## config.mk

```make
export PLATFORM = sky130hd
export DESIGN_NAME = i2c10_addr_match
export DESIGN_NICKNAME = d
export VERILOG_FILES = /design/src/rtl/i2c10_pkg.sv /design/src/rtl/i2c10_hdr_cmp.sv /design/src/rtl/i2c10_low_cmp.sv /design/src/rtl/i2c10_seq.sv /design/src/rtl/i2c10_addr_match.sv
export SDC_FILE = /design/constraint.sdc
export NUM_CORES = 1
export LEC_CHECK = 0
export BUFFER_PORTS_ARGS = -buffer_cell sky130_fd_sc_hd__buf_2
export CORE_AREA = 2 2 42 44
export CTS_BUF_LIST = sky130_fd_sc_hd__clkbuf_8
export CTS_CLUSTER_SIZE = 20
export DETAILED_ROUTE_END_ITERATION = 8
export DIE_AREA = 0 0 44 46
export GPL_ROUTABILITY_DRIVEN = 0
export PLACE_DENSITY = 0.75
export SYNTH_ARGS = -nofsm -noshare
export SYNTH_HDL_FRONTEND = slang
export SYNTH_HIERARCHICAL = 1
export SYNTH_SLANG_ARGS = --single-unit
```

## constraint.sdc

```tcl
create_clock -name clk -period 1.2 [get_ports clk]
set_clock_uncertainty 0.05 [all_clocks]
set_input_delay 0.06 -clock clk [delete_from_list [all_inputs] [get_ports clk]]
set_output_delay 0.06 -clock clk [all_outputs]
set_load 0.005 [all_outputs]
```

## src/rtl/i2c10_pkg.sv

```systemverilog
package i2c10_pkg;
  localparam int BYTE_W = 8;
  localparam int ADDR_W = 10;
  localparam int PFX_W  = 5;
  localparam logic [PFX_W-1:0] HDR_PREFIX = 5'b11110;

  typedef enum logic [2:0] {
    ST_IDLE,   // no transfer of interest
    ST_HDR,    // expect header byte after START
    ST_LOW,    // header accepted, expect low address byte
    ST_WR,     // addressed, master writing
    ST_RD,     // addressed, master reading
    ST_SKIP,   // not for us until next START
    ST_REHDR   // addressed, repeated START seen, expect header
  } seq_st_t;

  typedef struct packed {
    logic hi_ok;  // prefix and upper bits match
    logic rd;     // direction bit
  } hdr_res_t;
endpackage

```

## src/rtl/i2c10_hdr_cmp.sv

```systemverilog
module i2c10_hdr_cmp
  import i2c10_pkg::*;
#(
  parameter int BW = BYTE_W,
  parameter int AW = ADDR_W
) (
  input  logic [BW-1:0] byte_i,
  input  logic [AW-1:0] own_i,
  output hdr_res_t      res_o
);
  localparam int HI_W = AW - BW;

  logic pfx_ok;
  logic hi_ok;

  assign pfx_ok    = (byte_i[BW-1 -: PFX_W] == HDR_PREFIX);
  assign hi_ok     = (byte_i[HI_W:1] == own_i[AW-1 -: HI_W]);
  assign res_o.hi_ok = pfx_ok && hi_ok;
  assign res_o.rd    = byte_i[0];
endmodule

```

## src/rtl/i2c10_low_cmp.sv

```systemverilog
module i2c10_low_cmp
  import i2c10_pkg::*;
#(
  parameter int BW = BYTE_W,
  parameter int AW = ADDR_W
) (
  input  logic [BW-1:0] byte_i,
  input  logic [AW-1:0] own_i,
  output logic          eq_o
);
  logic [BW-1:0] diff;

  genvar g;
  generate
    for (g = 0; g < BW; g++) begin : g_bit
      assign diff[g] = byte_i[g] ^ own_i[g];
    end
  endgenerate

  assign eq_o = (diff == '0);
endmodule

```

## src/rtl/i2c10_seq.sv

```systemverilog
module i2c10_seq
  import i2c10_pkg::*;
(
  input  logic     clk,
  input  logic     rst,
  input  logic     start_i,
  input  logic     rstart_i,
  input  logic     stop_i,
  input  logic     vld_i,
  input  hdr_res_t hdr_i,
  input  logic     low_eq_i,
  output logic     ack_hdr_o,
  output logic     ack_low_o,
  output logic     addressed_o,
  output logic     read_o
);
  seq_st_t st_q, st_d;
  logic ack_hdr_d, ack_low_d, addr_d, rd_d;

  always_comb begin
    st_d      = st_q;
    ack_hdr_d = 1'b0;
    ack_low_d = 1'b0;
    addr_d    = addressed_o;
    rd_d      = read_o;
    if (stop_i) begin
      st_d   = ST_IDLE;
      addr_d = 1'b0;
      rd_d   = 1'b0;
    end else if (start_i) begin
      st_d   = ST_HDR;
      addr_d = 1'b0;
      rd_d   = 1'b0;
    end else if (rstart_i) begin
      if (addressed_o) begin
        st_d = ST_REHDR;
      end else begin
        st_d = ST_HDR;
        rd_d = 1'b0;
      end
    end else if (vld_i) begin
      unique case (st_q)
        ST_HDR: begin
          if (hdr_i.hi_ok && !hdr_i.rd) begin
            st_d      = ST_LOW;
            ack_hdr_d = 1'b1;
          end else begin
            st_d = ST_SKIP;
          end
        end
        ST_LOW: begin
          if (low_eq_i) begin
            st_d      = ST_WR;
            ack_low_d = 1'b1;
            addr_d    = 1'b1;
            rd_d      = 1'b0;
          end else begin
            st_d = ST_IDLE;
          end
        end
        ST_REHDR: begin
          if (!hdr_i.hi_ok) begin
            st_d   = ST_SKIP;
            addr_d = 1'b0;
            rd_d   = 1'b0;
          end else if (hdr_i.rd) begin
            st_d      = ST_RD;
            ack_hdr_d = 1'b1;
            addr_d    = 1'b1;
            rd_d      = 1'b1;
          end else begin
            st_d      = ST_LOW;
            ack_hdr_d = 1'b1;
            addr_d    = 1'b0;
            rd_d      = 1'b0;
          end
        end
        default: ;
      endcase
    end
  end

  always_ff @(posedge clk) begin
    if (rst) begin
      st_q        <= ST_IDLE;
      ack_hdr_o   <= 1'b0;
      ack_low_o   <= 1'b0;
      addressed_o <= 1'b0;
      read_o      <= 1'b0;
    end else begin
      st_q        <= st_d;
      ack_hdr_o   <= ack_hdr_d;
      ack_low_o   <= ack_low_d;
      addressed_o <= addr_d;
      read_o      <= rd_d;
    end
  end
endmodule

```

## src/rtl/i2c10_addr_match.sv

```systemverilog
module i2c10_addr_match
  import i2c10_pkg::*;
#(
  parameter int BW = BYTE_W,
  parameter int AW = ADDR_W
) (
  input  logic          clk,
  input  logic          rst,
  input  logic          start_i,
  input  logic          rstart_i,
  input  logic          stop_i,
  input  logic [BW-1:0] byte_i,
  input  logic          byte_vld_i,
  input  logic [AW-1:0] own_addr_i,
  output logic          ack_hdr_o,
  output logic          ack_low_o,
  output logic          addressed_o,
  output logic          read_o
);
  hdr_res_t hdr_res;
  logic     low_eq;

  i2c10_hdr_cmp #(.BW(BW), .AW(AW)) hdr_cmp_i (
    .byte_i (byte_i),
    .own_i  (own_addr_i),
    .res_o  (hdr_res)
  );

  i2c10_low_cmp #(.BW(BW), .AW(AW)) low_cmp_i (
    .byte_i (byte_i),
    .own_i  (own_addr_i),
    .eq_o   (low_eq)
  );

  i2c10_seq seq_i (
    .clk         (clk),
    .rst         (rst),
    .start_i     (start_i),
    .rstart_i    (rstart_i),
    .stop_i      (stop_i),
    .vld_i       (byte_vld_i),
    .hdr_i       (hdr_res),
    .low_eq_i    (low_eq),
    .ack_hdr_o   (ack_hdr_o),
    .ack_low_o   (ack_low_o),
    .addressed_o (addressed_o),
    .read_o      (read_o)
  );
endmodule

```

Yosys cells after proc, flatten, opt, wreduce, memory -nomap -nowiden

Cells that the tools add are included.

Word-level logic and storage cells: 65
Register bits after elaboration: 7
Output and inout port bits: 4
Bits of input ports: 24

Reductions and logical operators: 18
Muxes and demuxes: 22
Equal/unequal tests: 8
Bitwise gates (word level): 11

Operator list:

| operator                                       | number |
|---|---|
| 2-to-1 mux 3 bit                               | 6 |
| 2-to-1 mux 1 bit                               | 11 |
| case mux 3 bit (3 select lines)                | 1 |
| zero test 8 bit                                | 1 |
| AND reduction 4 bit                            | 2 |
| XOR 1 bit                                      | 8 |
| case mux 1 bit (2 select lines)                | 3 |
| nonzero test 3 bit                             | 2 |
| OR reduction 6 bit                             | 1 |
| == test 5 bit (second input constant)          | 1 |
| nonzero test 5 bit                             | 1 |
| OR reduction 5 bit                             | 1 |
| inequality test 2 bit (second input constant)  | 2 |
| AND reduction 2 bit                            | 2 |
| nonzero test 2 bit                             | 2 |
| nonzero test 4 bit                             | 1 |
| == test 3 x 1 -> 1 bit (second input constant) | 1 |
| == test 3 x 2 -> 1 bit (second input constant) | 1 |
| == test 3 bit (second input constant)          | 1 |
| inequality test 3 bit (second input constant)  | 1 |
| NOT 1 bit                                      | 3 |
| OR reduction 3 bit                             | 1 |
| == test 2 bit                                  | 1 |
| logical AND 1 bit                              | 2 |
| 3 further kinds                                | 3 |

Longest topological paths before layout

Gate-level depths: netlist of the first run.

Depth in word-level cells: 8
Mapped depth: 7
Mapped depth without buffers: 7

Modules after synthesis

Netlist of the first run, hierarchy kept.

Modules (own cells, without submodules):

| module        | instances | area an instance (um^2) | cells an instance | seq. area each (um^2) |
|---|---|---|---|---|
| i2c10_seq     | 1         | 399.1                   | 44                | 140.1 |
| i2c10_low_cmp | 1         | 86.3                    | 11                | 0.0 |
| i2c10_hdr_cmp | 1         | 43.8                    | 5                 | 0.0 |

Worst setup path before layout of the first run

No wires, ideal clock.

Path type: reg-to-reg
From: register seq_i.st_q[1]
To: register seq_i.st_q[2]
Library setup time: 119 ps
Cell stages (with the launch flop): 5
Buffers on the path: 0
Data arrival time: 1,071 ps
Data required time: 1,031 ps
Period minus slack after synthesis: 1,240 ps
Slack: -40 ps
Path through: dfxtp_1 -> nor2b_2 -> o21ai_1 -> o21ba_1 -> o221a_2

Word-level cells in the longest chain between the ends: 4
Elaborated cells on any way between the ends: 8
Classes of those cells: eq/ne (3); mux (3); reduce/logical (2)

Ends and longest elaborated chain:

| element                               | RTL line        | RTL |
|---|---|---|
| start, declared                       | i2c10_seq.sv:17 | `seq_st_t st_q, st_d;` |
| start signal, assigned                | i2c10_seq.sv:91 | `st_q <= st_d;` |
| == test 3 bit (tied with other cells) | i2c10_seq.sv:42 | `unique case (st_q)` |
| case mux 3 bit (3 select lines)       | i2c10_seq.sv:42 |  |
| 2-to-1 mux 3 bit                      | i2c10_seq.sv:41 | `end else if (vld_i) begin` |
| 2-to-1 mux 3 bit                      | i2c10_seq.sv:34 | `end else if (rstart_i) begin` |

Several ways; a longest one is shown, not always the timed one. The select of a mux whose other input is x is not followed.
A chain may end at the register's enable or synchronous reset.

Worst setup path in the final report of the first run

From: register seq_i.st_q[0]
To: register seq_i.st_q[2]

The elaborated chain is that of the path after synthesis.

==> run summary, run 1 <==
status - complete, but fails checks
failing checks - setup timing
chip width - 44 um
Die Area - 2020 um^2
Critical Path RT - 1.27 ns
port bufs - 27
Gate Count Post-Synth - 60
diode count - 0
Synth area leaders - dfxtp_1 26%, xnor2_1 13%, nor3b_2 4.7%
synthesized area - 529 um^2
Sink Count - 7
H-tree depth - 1
final hold vios - 0
unrepaired setup endpoints after global routing - true
Crit path max-delay family - compound AO/OA/AOI/OAI gates
crit path time final - 1.29 ns
synth-to-layout area growth - 61.0%
DR vias/cell - 5.13
share of cells above drive strength 1 - 55.0%
DRT Pass-1 Iters - 4
power per cell area - 859 nW/um^2
Starting DRT DRC Count - 15
cell taking the most area after synthesis - dfxtp_1
CTS tree - built
Bufs and invs on worst path - 0
top-area cell type share of the netlist area - 26.5%
register area share after synthesis - 26.5%
Setup crit start - seq_i/st_q[0]
critical path peak fanout - 5
syn_nets - 84
hold slack - 0.0519 ns
Site Rows - 15
Detail Route Antenna Nets - 0
clock transition at the registers of the reported paths - 0.04 ns
syn avg cell area - 8.82 um^2
gr usage total - 14.9%
synthesized flop and latch total - 7
dpl hpwl - 1130 um
Final period util - 108%
largest net degree at the start of global routing - 9
Netlist cell types - 32
deepest clock path buffer count - 2
Worst Setup End Kind - flip-flop
max-cap violations - 0
Setup TNS - -0.342 ns
CORE AREA - 1610 um^2
Slew @ Worst Pin - 0.417 ns
Crit-path slowest cell - dfxtp_4
Reg-to-Reg Start - seq_i/st_q[0]
Slew Limit Fails - 0
leak pwr - 0.368 nW
Pwr Total - 0.000732 W
DRC errors left - 0
Arrival @ worst endpoint - 1.36 ns
Clk Tree Root Cell - clkbuf_8
post-layout util - 52.8%
critical path class - reg -> reg
Worst Setup Start Kind - flip-flop
hold_sp - stop_i
Final Setup Violations - 6
Post-layout nets - 125
Congestion Overflow GR - 0
critical-path cell list - nor3b_4 -> o21ai_2 -> o21ba_4 -> o221a_4
Synth Warn # - 6
first-pass GRT wire length - 2210 um
chip height - 46 um
clock buffer count from CTS - 3
Starting Density - 32.8%
Ports - 28
drt wl/cell - 13.5 um
Max-slew headroom - 72.0%
class of the most critical hold timing path - in -> reg
worst skew pair latency - 0.23 ns
Critical Path Max Stage Delay - 0.39 ns
final wirelength - 1580 um
fmax - 0.773 GHz
initial antenna violation count - 0
total number of vias - 600
vias in the first global route - 544
worst setup margin - -0.0943 ns
Peak VDD IR - 487 uV
-- layout by cell type, fill, tap and decap left out --
master,Yosys,layout
buf_2,0,27
buf_4,1,10
xnor2_1,8,8
dfxtp_1,7,4
clkbuf_8,0,3
inv_1,2,3
nand4_1,3,3
nor2_1,4,3
nand2b_1,3,3
a21oi_1,3,3
xor2_1,2,2
nor2_2,1,2
nor3b_4,0,2
or3_1,2,2
nor3_1,3,2
nor3_2,1,2
dfxtp_4,0,2
nor4_2,1,1
and2b_1,1,1
nor2b_4,0,1
a221o_1,1,1
o21ai_2,0,1
a2111oi_1,0,1
a31oi_1,1,1
o21ba_4,0,1
nor2b_1,1,1
o221a_4,0,1
a311oi_1,1,1
a211oi_1,1,1
o221a_1,1,1
nand2_1,1,1
mux2i_1,1,1
a22o_1,1,1
and3_1,1,1
and3_2,1,1
dfxtp_2,0,1
-- metrics by stage --
step,area [um^2],std cells,setup slack (ns)
5_1_grt,852,117,-0.134
6_report,852,117,-0.0943
2_1_floorplan,537,60,0.00196
3_5_place_dp,738,110,-0.205
4_1_cts,818,115,-0.0729
3_3_place_gp,738,110,-0.129
-- registers in the layout (all words and copies together) (netlist names) --
name / cells
seq_i/ack_low_o: 1
seq_i/read_o: 1
seq_i/addressed_o: 1
seq_i/ack_hdr_o: 1
seq_i/st_q: 3
-- worst register-to-register path, cell delays in order, from the launching register on --
cell and delay, ns:
dfxtp_4 0.39, nor3b_4 0.22, o21ai_2 0.09, o21ba_4 0.21, o221a_4 0.23
-- layout make-up --
| type | instances | area (um^2) |
|---|---|---|
| Fill cell | 141 | 762 |
| Tap cell | 17 | 21.3 |
| Sequential cell | 7 | 149 |
| Clock buffer | 3 | 41.3 |
| Inverter | 2 | 7.51 |
| Timing Repair Buffer | 37 | 210 |
| Clock inverter | 1 | 3.75 |
| Multi-Input combinational cell | 50 | 419 |
-- cells in the mapped netlist --
cell type	number
nor2b_1	1
o221a_1	1
a22o_1	1
xnor2_1	8
nand2b_1	3
and3_1	1
nand4_1	3
inv_1	2
a211oi_1	1
nor2_1	4
and2b_1	1
nor3_2	1
nor2_2	1
a221o_1	1
nor3b_2	2
and3_2	1
xor2_1	2
a2111oi_0	1
o21ba_1	1
buf_4	1
nor2b_2	1
a31oi_1	1
a311oi_1	1
dfxtp_1	7
o21ai_1	1
mux2i_1	1
a21oi_1	3
o221a_2	1
nor3_1	3
or3_1	2
nor4_2	1
nand2_1	1
-- per-layer routing --
metal / vias up / track usage [%] / wire length, um
met5: - / 0 / 0
met4: 0 / 3.64 / 19
met3: 2 / 4.76 / 57
met2: 15 / 27.9 / 815
met1: 277 / 16.0 / 687
li1: 306 / - / -
-- report_power, final --
group	switching, W	internal (W)
clock	0.000109	0.000222
combinational	0.0000704	0.0000869
sequential	0.00000860	0.000235
total	0.000188	0.000544
-- what timing repair did --
item	4_1_cts	5_1_grt
hold buffers	0	0
pin swaps	4	1
endpoints found under the setup margin	5	5
setup buffers	1	2
gates resized for setup	7	5
-- cells by family (layout without fill, tap and decap cells) --
family | after synthesis | count (layout) | share of synthesized area [%]
flip-flops | 7 | 7 | 26.5
multiplexers | 1 | 1 | 1.89
AO/OA/AOI/OAI | 13 | 13 | 19.4
AND/OR/NAND/NOR | 26 | 26 | 32.9
XOR/XNOR | 10 | 10 | 16.5
buffers and inverters | 3 | 43 | 2.84
-- worst paths after layout --
check,end,slack (ns),depth (start not counted)
max,seq_i/st_q[2],-0.09,4
min,seq_i/st_q[0],0.05,3
max reg2reg,seq_i/st_q[2],-0.09,4
min reg2reg,seq_i/addressed_o,0.46,2
(Power assumes the default switching activity.)
==> run 2, diff against run 1 <==
--- a/config.mk
+++ b/config.mk
@@ -6,13 +6,15 @@
 export NUM_CORES = 1
 export LEC_CHECK = 0
 export BUFFER_PORTS_ARGS = -buffer_cell sky130_fd_sc_hd__buf_2
-export CORE_AREA = 2 2 42 44
-export CTS_BUF_LIST = sky130_fd_sc_hd__clkbuf_8
+export CELL_PAD_IN_SITES_DETAIL_PLACEMENT = 0
+export CELL_PAD_IN_SITES_GLOBAL_PLACEMENT = 1
+export CORE_AREA = 2 2 47 49
+export CTS_BUF_LIST = sky130_fd_sc_hd__clkbuf_4
 export CTS_CLUSTER_SIZE = 20
 export DETAILED_ROUTE_END_ITERATION = 8
-export DIE_AREA = 0 0 44 46
+export DIE_AREA = 0 0 49 51
 export GPL_ROUTABILITY_DRIVEN = 0
-export PLACE_DENSITY = 0.75
+export PLACE_DENSITY = 0.81
 export SYNTH_ARGS = -nofsm -noshare
 export SYNTH_HDL_FRONTEND = slang
 export SYNTH_HIERARCHICAL = 1
==> run 2 against run 1 <==
  * The flow still finishes with violations (setup timing)
  * Total power is 14% lower
  * Non-clock buffer count is 1 lower
  * Global-route usage is 3.4 points lower
  * Count of clock-buffer cells in the layout is 1 higher
  * Die area is 23% higher
  * Hold slack worse by 0.026 ns
  * First-iteration DRC count is 73% lower
  * Routed wire length is 14% lower
  * Sequential power hardly changed
  * Flip-flop and latch count stayed put
  * Setup slack better by 0.0027 ns
  * Critical endpoint unchanged
  * Largest cell class unchanged
==> run summary, run 2 (same netlist as run 1, synthesis figures left out) <==
status - complete, but fails checks
failing checks - setup timing
first-pass GRT wire length - 2160 um (-2.2%)
Crit-path slowest cell - dfxtp_4
Starting Density - 25.7% (-7.1 points)
chip height - 51 um (+11%)
port bufs - 27 (unchanged)
Ports - 28 (unchanged)
max reg flops - 3 (unchanged)
Critical Path Max Stage Delay - 0.39 ns (about the same)
Clk Tree Root Cell - clkbuf_4
dpl hpwl - 1090 um (-4.2%)
DRC errors left - 0 (unchanged)
crit path time final - 1.29 ns (-0.00265 ns)
Arrival @ worst endpoint - 1.38 ns (+0.02 ns)
Detail Route Antenna Nets - 0 (unchanged)
Site Rows - 17 (+2)
worst setup margin - -0.0916 ns (+0.00265 ns)
Sink Count - 7 (unchanged)
CTS tree - built
critical path peak fanout - 5 (unchanged)
Worst Setup End Kind - flip-flop
total number of vias - 596 (-0.67%)
largest net degree at the start of global routing - 9 (unchanged)
Final period util - 108% (-0.22 points)
diode count - 0 (unchanged)
clock transition at the registers of the reported paths - 0.05 ns (about the same)
DR vias/cell - 4.69 (-8.5%)
most frequent cells in the layout - 27 x buf_2, 8 x xnor2_1, 8 x buf_4
Max-slew headroom - 74.8% (+2.8 points)
Pwr Total - 0.000633 W (-14%)
unrepaired setup endpoints after global routing - true
Worst Setup Start Kind - flip-flop
final hold vios - 0 (unchanged)
Critical Path RT - 1.29 ns (+0.02 ns)
share of cells above drive strength 1 - 55.6% (+0.56 points)
Slew Limit Fails - 0 (unchanged)
H-tree depth - 1 (unchanged)
Final Setup Violations - 3 (-3)
post-layout util - 41.5% (-11 points)
Congestion Overflow GR - 0 (unchanged)
Starting DRT DRC Count - 4 (-11)
Post-layout nets - 124 (-0.80%)
Hold Buf Count CTS - 0 (unchanged)
clock buffer count from CTS - 3 (unchanged)
class of the most critical hold timing path - in -> reg
leak pwr - 0.369 nW (+0.38%)
synth-to-layout area growth - 61.9%
gr usage total - 11.5% (-3.4 points)
commonest non-fill, non-tap cell in the layout - buf_2
CORE AREA - 2060 um^2 (+28%)
vias in the first global route - 511 (-6.1%)
drt wl/cell - 10.7 um (-20%)
final wirelength - 1360 um (-14%)
deepest clock path buffer count - 2 (unchanged)
max-cap violations - 0 (unchanged)
critical-path cell list - nor3b_4 -> o21ai_2 -> o21ba_4 -> o221a_4
initial antenna violation count - 0 (unchanged)
power per cell area - 738 nW/um^2 (-14%)
Peak VDD IR - 332 uV (-32%)
critical path class - reg -> reg
chip width - 49 um (+11%)
Most flops, register - seq_i/st_q
fmax - 0.774 GHz (+0.21%)
Setup TNS - -0.257 ns (+0.0847 ns)
Slew @ Worst Pin - 0.376 ns (-0.0414 ns)
DRT Pass-1 Iters - 4 (unchanged)
worst skew pair latency - 0.25 ns (+0.02 ns)
Die Area - 2500 um^2 (+23%)
run 2: changes by cell type in the layout (fill, tap and decap cells not counted), sizes merged:
cell	previous run	this run
inv	3	2
buf	37	36
clkbuf	3	4
run 2: what timing repair did:
item | in CTS | in global routing
setup buffers | 2 | 0
resized for setup | 7 | 5
pin swaps | 3 | 5
endpoints found under the setup margin | 5 | 6
run 2: path summary, 6_finish.rpt:
path | startpoint | endpoint | slack, ns | cells past startpoint
max | seq_i/st_q[0] | seq_i/st_q[2] | -0.09 | 4
min | stop_i | seq_i/st_q[0] | 0.03 | 3
max reg2reg | seq_i/st_q[0] | seq_i/st_q[2] | -0.09 | 4
min reg2reg | seq_i/addressed_o | seq_i/addressed_o | 0.45 | 2
run 2: where the power goes:
part	internal, W	total [W]	switching, W	leakage (nW)
combinational	0.0000892	0.000157	0.0000675	0.292
sequential	0.000234	0.000243	0.00000857	0.0586
clock	0.000149	0.000233	0.0000841	0.0184
total	0.000473	0.000633	0.000160	0.369
run 2: metal layers:
metal  global-route usage, %  wire length (um)
met1                    15.0               595
met2                    16.9               667
met4                    8.57                19
met5                       0                 0
met3                    2.05                80
run 2: worst max-delay path: cells and delay by family, from the launching register on:
| family | cells | cell delay (ns) |
|---|---|---|
| AND/OR/NAND/NOR | 1 | 0.22 |
| flip-flops | 1 | 0.39 |
| AO/OA/AOI/OAI | 3 | 0.52 |
run 2: area by class of cell:
cell class | instances | area (um^2)
repair buffers | 36 | 206
clock buffers | 4 | 30.0
fillers | 221 | 1210
flip-flops and latches | 7 | 149
inverters | 2 | 7.51
multi-input cells | 50 | 429
well taps | 28 | 35.0
run 2: stage by stage:
stage	setup WS (ns)	cells	area [um^2]	hold slack (ns)
6_report	-0.0916	127	857	0.0260
5_1_grt	-0.156	127	857	0.0175
4_1_cts	-0.0655	128	835	0.0139
3_5_place_dp	-0.179	122	759	0.279
3_3_place_gp	-0.140	122	759	0.281
2_1_floorplan	0.00196	60	537	0.159
==> run 3, diff against run 2 <==
--- a/config.mk
+++ b/config.mk
@@ -5,16 +5,17 @@
 export SDC_FILE = /design/constraint.sdc
 export NUM_CORES = 1
 export LEC_CHECK = 0
+export ABC_AREA = 1
 export BUFFER_PORTS_ARGS = -buffer_cell sky130_fd_sc_hd__buf_2
 export CELL_PAD_IN_SITES_DETAIL_PLACEMENT = 0
 export CELL_PAD_IN_SITES_GLOBAL_PLACEMENT = 1
-export CORE_AREA = 2 2 47 49
+export CORE_AREA = 2 2 53 55
 export CTS_BUF_LIST = sky130_fd_sc_hd__clkbuf_4
 export CTS_CLUSTER_SIZE = 20
 export DETAILED_ROUTE_END_ITERATION = 8
-export DIE_AREA = 0 0 49 51
+export DIE_AREA = 0 0 55 57
 export GPL_ROUTABILITY_DRIVEN = 0
-export PLACE_DENSITY = 0.81
+export PLACE_DENSITY = 0.84
 export SYNTH_ARGS = -nofsm -noshare
 export SYNTH_HDL_FRONTEND = slang
 export SYNTH_HIERARCHICAL = 1
==> run 3 against run 2 <==
  * Combinational power increased by 7%
  * Flip-flop and latch count is the same
  * The run now ends clean
  * Setup slack improved by 0.16 ns
==> run summary, run 3 <==
status - finished clean
CTS tree - built
Post-synth ARST share - 0% (unchanged)
Clk Tree Root Cell - clkbuf_4
Ports - 28 (unchanged)
power per cell area - 706 nW/um^2 (-4.5%)
Critical Path RT - 1.33 ns (+0.04 ns)
deepest clock path buffer count - 2 (unchanged)
synthesized area - 672 um^2 (+27%)
syn_nets - 160 (+90%)
critical path peak fanout - 4 (-1)
leak pwr - 0.553 nW (+50%)
Starting Density - 25.7% (+0.042 points)
crit path time final - 1.13 ns (-0.157 ns)
largest net degree at the start of global routing - 7 (-2)
Design Area, Final - 933 um^2 (+8.9%)
Final Setup Violations - 0 (-3)
Sink Count - 7 (unchanged)
Peak VDD IR - 317 uV (-4.5%)
first-pass GRT wire length - 2680 um (+24%)
DR vias/cell - 3.92 (-16%)
Worst Setup Start Kind - primary input
multi-input logic area - 424 um^2 (-1.2%)
initial antenna violation count - 0 (unchanged)
Max-slew headroom - 85.3% (+10 points)
port bufs - 27 (unchanged)
fmax - 0.881 GHz (+14%)
Die Area - 3140 um^2 (+25%)
dpl hpwl - 1300 um (+20%)
synth-to-layout area growth - 38.9%
Synth Flop Type - dfxtp_1
Slew @ Worst Pin - 0.220 ns (-0.155 ns)
DRC errors left - 0 (unchanged)
class of the most critical hold timing path - in -> reg
max-cap violations - 0 (unchanged)
chip height - 57 um (+12%)
Detail Route Antenna Nets - 0 (unchanged)
DRT Pass-1 Iters - 4 (unchanged)
Crit path max-delay family - buffers and inverters
Congestion Overflow GR - 0 (unchanged)
register area share after synthesis - 20.9% (-5.6 points)
gr usage total - 11.3% (-0.24 points)
Synth Warn # - 6 (unchanged)
synthesized flop and latch total - 7 (unchanged)
critical-path cell list - dlygate4sd3_1 -> buf_2 -> nor2_1 -> inv_1 -> nor2_4 -> nand2_1 -> nor3_1
final hold vios - 0 (unchanged)
share of cells above drive strength 1 - 27.3% (-28 points)
Bufs and invs on worst path - 3 (+3)
Crit-path slowest cell - dlygate4sd3_1
Starting DRT DRC Count - 22 (+18)
most frequent cell after synthesis - nand2_1
Slew Limit Fails - 0 (unchanged)
CORE AREA - 2620 um^2 (+27%)
Site Rows - 19 (+2)
most frequent cells in the layout - 45 x nand2_1, 29 x nor2_1, 28 x inv_1
post-layout util - 35.7% (-5.8 points)
cell taking the most area after synthesis - nand2_1
clock transition at the registers of the reported paths - 0.06 ns (about the same)
total number of vias - 796 (+34%)
vias in the first global route - 692 (+35%)
Final period util - 94.5% (-13 points)
final wirelength - 1600 um (+18%)
Gate Count Post-Synth - 136 (+130%)
Synth area leaders - nand2_1 25%, dfxtp_1 21%, nor2_1 17%
# Post-CTS Setup Buffers - 0 (-2)
diode count - 0 (unchanged)
Critical Path Max Stage Delay - 0.53 ns (+0.14 ns)
number of synthesized flops with an enable pin - 0 (unchanged)
fillers - 321 (+45%)
Post-layout nets - 197 (+59%)
Arrival @ worst endpoint - 1.26 ns (-0.12 ns)
worst skew pair latency - 0.26 ns (about the same)
Netlist cell types - 15 (-53%)
clock buffer count from CTS - 3 (unchanged)
Worst Setup End Kind - flip-flop
critical path class - in -> reg
Post-DP Area - 868 um^2 (+14%)
syn avg cell area - 4.94 um^2 (-44%)
H-tree depth - 1 (unchanged)
drt wl/cell - 7.90 um (-26%)
max reg flops - 3 (unchanged)
chip width - 55 um (+12%)
top-area cell type share of the netlist area - 25.1% (-1.3 points)
commonest non-fill, non-tap cell in the layout - nand2_1
Most flops, register - seq_i/st_q
top cells by count, synth - 45 x nand2_1, 30 x nor2_1, 28 x inv_1
FF/Latch Area - 143 um^2 (-4.2%)
==> run 3: cell types whose count changed after synthesis, sizes merged, moves of 3 or more <==
cell / previous run / this run
inv: 2 / 30
nand2: 1 / 47
nand2b: 3 / 0
nand3: 0 / 9
nor2: 5 / 32
xnor2: 8 / 0
==> run 3: layout make-up <==
class | instances | area share [%]
Multi-Input combinational cell | 98 | 45.4
Clock buffer | 4 | 3.22
Tap cell | 31 | 4.16
Sequential cell | 7 | 15.3
Timing Repair Buffer | 33 | 19.8
Inverter | 30 | 12.1
==> run 3: through the flow <==
stage | total power [W] | hold slack [ns] | instances | TNS [ns] | setup WS (ns)
6_report | 0.000659 | 0.0848 | 203 | 0 | 0.0654
5_1_grt | 0.000705 | 0.0879 | 203 | -0.000244 | -0.000244
2_1_floorplan | 0.000338 | 0.171 | 136 | 0 | 0.183
4_1_cts | 0.000663 | 0.0601 | 203 | 0 | 0.0515
3_3_place_gp | 0.000407 | 0.267 | 197 | -0.105 | -0.0643
3_5_place_dp | 0.000406 | 0.267 | 197 | -0.125 | -0.0589
==> run 3: final timing paths <==
path,start,cells after the start,endpoint,slack [ns]
worst max-delay path,rst,7,seq_i/ack_low_o,0.07
worst min-delay path,start_i,4,seq_i/st_q[2],0.08
worst max register to register,seq_i/st_q[0],6,seq_i/read_o,0.11
worst min register to register,seq_i/read_o,2,seq_i/read_o,0.43
==> run 3: repair_timing <==
| action | 4_1_cts | 5_1_grt |
|---|---|---|
| hold buffers | 2 | 0 |
| gates resized for setup | 0 | 5 |
| hold endpoints to repair | 1 | 0 |
| setup endpoints to repair | 0 | 6 |
==> run 3: power breakdown <==
part | switching [W] | internal, W | total (W)
registers | 0.00000523 | 0.000237 | 0.000242
clock network | 0.0000984 | 0.000150 | 0.000249
logic | 0.0000923 | 0.0000755 | 0.000168
total | 0.000196 | 0.000463 | 0.000659
==> run 3: layer usage <==
layer | wire length, um | GRT usage, % | part of all wire [%] | vias up
met2 | 655 | 16.2 | 41 | 23
met4 | 0 | 2.79 | 0 | 0
met3 | 120 | 4.19 | 7.5 | 0
met1 | 828 | 15.9 | 52 | 301
li1 | - | - | - | 472
met5 | 0 | 0 | 0 | -
==> run 3: logic make-up (layout without fill, tap and decap cells) <==
| logic type | after synthesis | count (layout) | share of synthesized area (%) |
|---|---|---|---|
| compound gates | 6 | 6 | 5.03 |
| buf+inv | 31 | 67 | 17.9 |
| flops | 7 | 7 | 20.9 |
| simple gates | 92 | 92 | 56.2 |
==> run 3: worst register-to-register path: stages, from the launching register on <==
cell and delay, ns:
dfxtp_2 0.34, inv_2 0.06, nand2_2 0.09, a21oi_2 0.19, nand2_1 0.08, o21ai_1 0.13
nor2_1 0.05
